$ cat src/rtl/vlock_pkg.sv
package vlock_pkg;
  localparam int LINE_CNT_W = 17;
  localparam int CODE_W     = 3;

  // Nonlinear code-to-line threshold scale used for both directions
  function automatic logic [LINE_CNT_W-1:0] lines_for_code(input logic [CODE_W-1:0] code);
    logic [LINE_CNT_W-1:0] n;
    case (code)
      3'd0:    n = LINE_CNT_W'(1);
      3'd1:    n = LINE_CNT_W'(2);
      3'd2:    n = LINE_CNT_W'(5);
      3'd3:    n = LINE_CNT_W'(10);
      3'd4:    n = LINE_CNT_W'(100);
      3'd5:    n = LINE_CNT_W'(500);
      3'd6:    n = LINE_CNT_W'(1000);
      default: n = LINE_CNT_W'(100000);
    endcase
    return n;
  endfunction
endpackage

$ cat src/rtl/vlock_cond_sel.sv
module vlock_cond_sel (
  input  logic raw_slow,
  input  logic raw_fast,
  input  logic sc_lock,
  input  logic src_fast,
  input  logic sc_en,
  output logic cond
);
  logic raw_pick;
  assign raw_pick = src_fast ? raw_fast : raw_slow;
  assign cond     = raw_pick & (sc_lock | ~sc_en);
endmodule

$ cat src/rtl/vlock_hyst.sv
module vlock_hyst #(
  parameter int CNT_W = 17
) (
  input  logic             clk,
  input  logic             rst_n,
  input  logic             stb,
  input  logic             cond,
  input  logic [CNT_W-1:0] thr_enter,
  input  logic [CNT_W-1:0] thr_leave,
  output logic             locked
);
  logic             locked_q;
  logic [CNT_W-1:0] cnt_q;
  logic [CNT_W-1:0] thr_sel;
  logic [CNT_W-1:0] cnt_inc;
  logic             differ;
  logic             reach;
  logic             flip_ev;
  logic             run_clr;

  assign differ  = cond != locked_q;
  assign thr_sel = locked_q ? thr_leave : thr_enter;
  assign cnt_inc = cnt_q + 1'b1;
  assign reach   = differ && (cnt_inc >= thr_sel);
  assign flip_ev = stb && reach;
  assign run_clr = stb && !differ;

  always_ff @(posedge clk) begin
    if (!rst_n) begin
      locked_q <= 1'b0;
      cnt_q    <= '0;
    end else if (stb) begin
      if (!differ) begin
        cnt_q <= '0;
      end else if (reach) begin
        locked_q <= ~locked_q;
        cnt_q    <= '0;
      end else begin
        cnt_q <= cnt_inc;
      end
    end
  end

  assign locked = locked_q;


  hold_no_stb_chk: assert property (@(posedge clk) disable iff (!rst_n)
    !stb |=> ($stable(locked_q) && $stable(cnt_q)));


  run_clear_chk: assert property (@(posedge clk) disable iff (!rst_n)
    run_clr |=> (cnt_q == '0));


  enter_cond_chk: assert property (@(posedge clk) disable iff (!rst_n)
    $rose(locked_q) |-> $past(stb && cond));


  leave_cond_chk: assert property (@(posedge clk) disable iff (!rst_n)
    $fell(locked_q) |-> $past(stb && !cond));


  flip_clears_chk: assert property (@(posedge clk) disable iff (!rst_n)
    flip_ev |=> (cnt_q == '0));
endmodule

$ cat src/rtl/vlock_filter.sv
module vlock_filter #(
  parameter int CNT_W  = vlock_pkg::LINE_CNT_W,
  parameter int CODE_W = vlock_pkg::CODE_W
) (
  input  logic              clk,
  input  logic              rst_n,
  input  logic              line_stb,
  input  logic              raw_slow,
  input  logic              raw_fast,
  input  logic              sc_lock,
  input  logic              cfg_src_fast,
  input  logic              cfg_sc_en,
  input  logic [CODE_W-1:0] cfg_enter,
  input  logic [CODE_W-1:0] cfg_leave,
  output logic [1:0]        status,
  output logic              hlock
);
  logic             cond_w;
  logic             locked_w;
  logic [CNT_W-1:0] thr_enter_w;
  logic [CNT_W-1:0] thr_leave_w;

  assign thr_enter_w = CNT_W'(vlock_pkg::lines_for_code(cfg_enter));
  assign thr_leave_w = CNT_W'(vlock_pkg::lines_for_code(cfg_leave));

  vlock_cond_sel u_sel (
    .raw_slow (raw_slow),
    .raw_fast (raw_fast),
    .sc_lock  (sc_lock),
    .src_fast (cfg_src_fast),
    .sc_en    (cfg_sc_en),
    .cond     (cond_w)
  );

  vlock_hyst #(.CNT_W(CNT_W)) u_hyst (
    .clk       (clk),
    .rst_n     (rst_n),
    .stb       (line_stb),
    .cond      (cond_w),
    .thr_enter (thr_enter_w),
    .thr_leave (thr_leave_w),
    .locked    (locked_w)
  );

  assign status = {cond_w, locked_w};
  assign hlock  = locked_w;


  sc_gate_chk: assert property (@(posedge clk) disable iff (!rst_n)
    (cfg_sc_en && !sc_lock) |-> !status[1]);


  hlock_match_chk: assert property (@(posedge clk) disable iff (!rst_n)
    hlock == status[0]);


  reset_unlocked_chk: assert property (@(posedge clk)
    !rst_n |=> !hlock);
endmodule

$ cat config.mk
export PLATFORM = sky130hd
export DESIGN_NAME = vlock_filter
export DESIGN_NICKNAME = d
export VERILOG_FILES = /design/src/rtl/vlock_pkg.sv /design/src/rtl/vlock_cond_sel.sv /design/src/rtl/vlock_hyst.sv /design/src/rtl/vlock_filter.sv
export SDC_FILE = /design/constraint.sdc
export NUM_CORES = 1
export LEC_CHECK = 0
export ABC_CLOCK_PERIOD_IN_PS = 6400
export BUFFER_PORTS_ARGS = -buffer_cell sky130_fd_sc_hd__buf_4
export CAP_MARGIN = 25
export CORE_MARGIN = 5
export CORE_UTILIZATION = 37
export CTS_CLUSTER_DIAMETER = 150
export DETAILED_ROUTE_END_ITERATION = 10
export SYNTH_ARGS = -nofsm -noshare
export SYNTH_HDL_FRONTEND = slang
export SYNTH_SLANG_ARGS = --single-unit
$ cat constraint.sdc
create_clock -name clk -period 6.4 [get_ports clk]
set_input_delay 0.32 -clock clk [delete_from_list [all_inputs] [get_ports clk]]
set_output_delay 0.32 -clock clk [all_outputs]
set_load 0.005 [all_outputs]
==> results by group <==
Status
  – Status: complete, no violations

Placement
  – Post-DP HPWL: between 3000 and 4000 um
  – Post-placement cell count: between 300 and 400
  – Placed cell areas: ~2000 um2
  – RD Place Congestion: 0.791
  – Number of buffers inserted by port buffering: 16
  – Post-place setup slack: 2.78 ns

Floorplanning
  – FP Rows: 25
  – Initial Util: 38.6%
  – Chip width: 80.7 um
  – DIE HEIGHT: between 80 and 90 um
  – Core Area: 4790 um2
  – Area of the die: ~6500 um2
  – IO Pins: 17

STA
  – Max Fclk: 283 MHz
  – Worst rel slew slack: 46.2%
  – Final setup viols: 0
  – RSZ-0062 raised after global routing: no
  – Slack of the critical path: 2.86 ns
  – Sum Neg Setup Slack: 0 ns
  – Final Skew: 0.00113 ns
  – Final worst-path cycle share: a little under three fifths
  – Hold_ws: 0.398 ns
  – Fin. Hold Viols: 0
  – Slew @ Worst Pin: 0.805 ns
  – Final worst path period need: 3.54 ns
  – Max Slew Vio Count: 0

Logic synthesis
  – Yosys Warn Count: 0
  – Synth Register Bits: 18
  – Post-synth top area cell: dfxtp_1
  – Post-Syn Area: ~1800 um2
  – Post-synth top area share: 19.5%
  – FFs w/ async S/R, synth: 0%
  – Sequential fraction of the synthesis area: between 10% and 20%
  – Synth Instances: around 240
  – Top post-synthesis cells by area: dfxtp_1 20%, ha_1 9.5%, inv_1 6.1%
  – Main flop type after synthesis: dfxtp_1
  – Post-synth EDFFs: 0
  – Post-Syn Area per Cell: 7.83 um2
  – Netlist cell types: between 50 and 60
  – Syn_nets: 264

Clock tree
  – CTS buffer count: 3
  – CTS tree: yes
  – CTS root buffer: clkbuf_8
  – Longest Clk Path Bufs: 2
  – CTS H-tree lvls: 1
  – CTS clk-pin slew, worst paths: roughly 0.070 ns
  – # Post-CTS Setup Buffers: 0
  – Number of hold buffers added after CTS: 0
  – Insertion delay to the later sink of the worst-skew pair: about 0.25 ns
  – Post-CTS Resized: 0
  – Sink Count: 18

Layout
  – Final std cells w/o fill: 308
  – Final core occ: 42.1%
  – Nets: 270
  – Synthesis-to-layout area growth: 9.15%
  – Layout cell share with drive strength beyond 1: around an eighth
  – Finished Cell Area: 2020 um2
  – ANT cells: 0

Power and ir drop
  – Worst vdd ir: ~67 uV
  – Pwr/cell area: 124 nW/um2
  – LEAKAGE: 0.838 nW
  – Total power: 251 uW

Global routing
  – GRT Total Usage: a little over an eighth
  – Largest net degree at the start of global routing: 27
  – Grt total ovfl: 0
  – First-pass GRT wire length: around 7000 um
  – Initial antenna violation count: 0
  – Vias in the first global route: 1546

Route
  – DRC: 0
  – Routed wire length per instance: 13.2 um
  – Number of DRC markers in iteration 0: 53
  – Drt first pass iters: 4
  – Post-route ant nets: 0
  – Vias/cell: 5.20
  – DRT Wirelength: 4070 um
  – DR vias: 1601

Worst setup path
  – Largest delay share family, worst path: compound AO/OA/AOI/OAI gates
  – Setup CP Type: reg -> reg
  – Cell mode on critical path: o21ai_0
  – Crit path largest cell delay: between 0.7 and 0.8 ns
  – Worst Setup Start Kind: flop
  – CP cell instances: nor2b_1 -> a32oi_1 -> o311ai_0 -> ha_1 -> a21oi_1 -> o21ai_0 -> a2111oi_1 -> o211ai_2 -> o21ai_0 -> mux2i_1
  – Crit end category: flop
  – Data required, critical path: 6.58 ns
  – Data arrival time of the worst path: between 3 and 4 ns
  – CP Max Fanout: 26
  – Crit-path slowest cell: dfxtp_1
  – Buf/Inv on CP: 0

Job
  – Maxcap violations: 0

Worst hold path
  – Worst Hold Class: in -> reg
-- synthesized netlist by cell type, types with 3 or more instances --
cell type / number
clkbuf_1: 8
nand2_1: 16
o21a_1: 3
dfxtp_1: 18
nor2b_1: 8
mux2i_1: 4
buf_4: 3
nor3_1: 3
a31oi_1: 5
xor2_1: 3
o21ai_0: 11
a21oi_1: 6
xnor2_1: 11
nor4_1: 3
and3_1: 4
ha_1: 14
inv_1: 30
nor2_1: 11
nand3_1: 5
and2_1: 15
o32ai_1: 12
buf_6: 3
nand4_1: 7
-- cell families (layout without fill, tap and decap cells) --
logic type	Yosys count	count (layout)	synth area share (%)
fa+ha+maj	14	14	9.49
compound gates	53	53	22.6
mux	4	4	2.17
flops	18	18	19.5
buf+inv	45	50	11.0
xor+xnor	14	14	6.64
simple gates	88	88	28.7
-- final timing paths --
path                                  startpoint          endpoint  slack, ns  depth (start not counted)
worst max-delay path               u_hyst.locked     u_hyst.locked       2.86                         10
worst min-delay path                       rst_n  u_hyst.cnt_q[13]       0.40                          2
worst max register to register     u_hyst.locked     u_hyst.locked       2.86                         10
worst min register to register  u_hyst.cnt_q[14]  u_hyst.cnt_q[14]       0.58                          2
-- where the power goes --
group	internal, mW	switching (mW)
clock network	0.0547	0.0384
registers	0.113	0.00115
logic	0.0185	0.0257
total	0.186	0.0653
-- layout by cell type (no fill, tap or decap), types with 3 or more instances in the layout --
| master | count |
|---|---|
| inv_1 | 30 |
| dfxtp_1 | 18 |
| nand2_1 | 16 |
| buf_4 | 16 |
| and2_1 | 15 |
| ha_1 | 14 |
| o32ai_1 | 12 |
| xnor2_1 | 11 |
| nor2_1 | 11 |
| o21ai_0 | 11 |
| nor2b_1 | 8 |
| nand4_1 | 7 |
| a21oi_1 | 6 |
| nand3_1 | 5 |
| a31oi_1 | 5 |
| mux2i_1 | 4 |
| and3_1 | 4 |
| clkbuf_8 | 4 |
| o21a_1 | 3 |
| xor2_1 | 3 |
| nor3_1 | 3 |
| nor4_1 | 3 |
-- final cells by class --
type | count | area [um2]
clock buffers | 4 | 55.1
fillers | 499 | 2770
repair buffers | 16 | 120
multi-input cells | 173 | 1280
flip-flops and latches | 18 | 360
well taps | 67 | 83.8
inverters | 30 | 113
-- state kept, by name (all words and copies together), names as in the netlist --
| signal | count |
|---|---|
| u_hyst.locked | 1 |
| u_hyst.cnt_q | 17 |
-- worst register-to-register path: cells and delay by family, from the launching register on --
kind	cells	cell delay, ns
adder cells (fa/ha/maj)	1	0.35
flip-flops	1	0.79
AND/OR/NAND/NOR	1	0.16
AO/OA/AOI/OAI	7	1.97
multiplexers	1	0.22
-- per-layer routing --
| metal | part of all wire [%] | vias to the layer above | track usage (%) | wire length [um] |
|---|---|---|---|---|
| met2 | 41 | 19 | 21.2 | 1690 |
| met3 | 3.7 | 5 | 2.13 | 152 |
| met4 | 0.74 | 0 | 2.53 | 30 |
| met1 | 54 | 719 | 19.5 | 2200 |
| met5 | 0 | - | 0 | 0 |
| li1 | - | 858 | - | - |
Power figures use the tool's default switching activity.
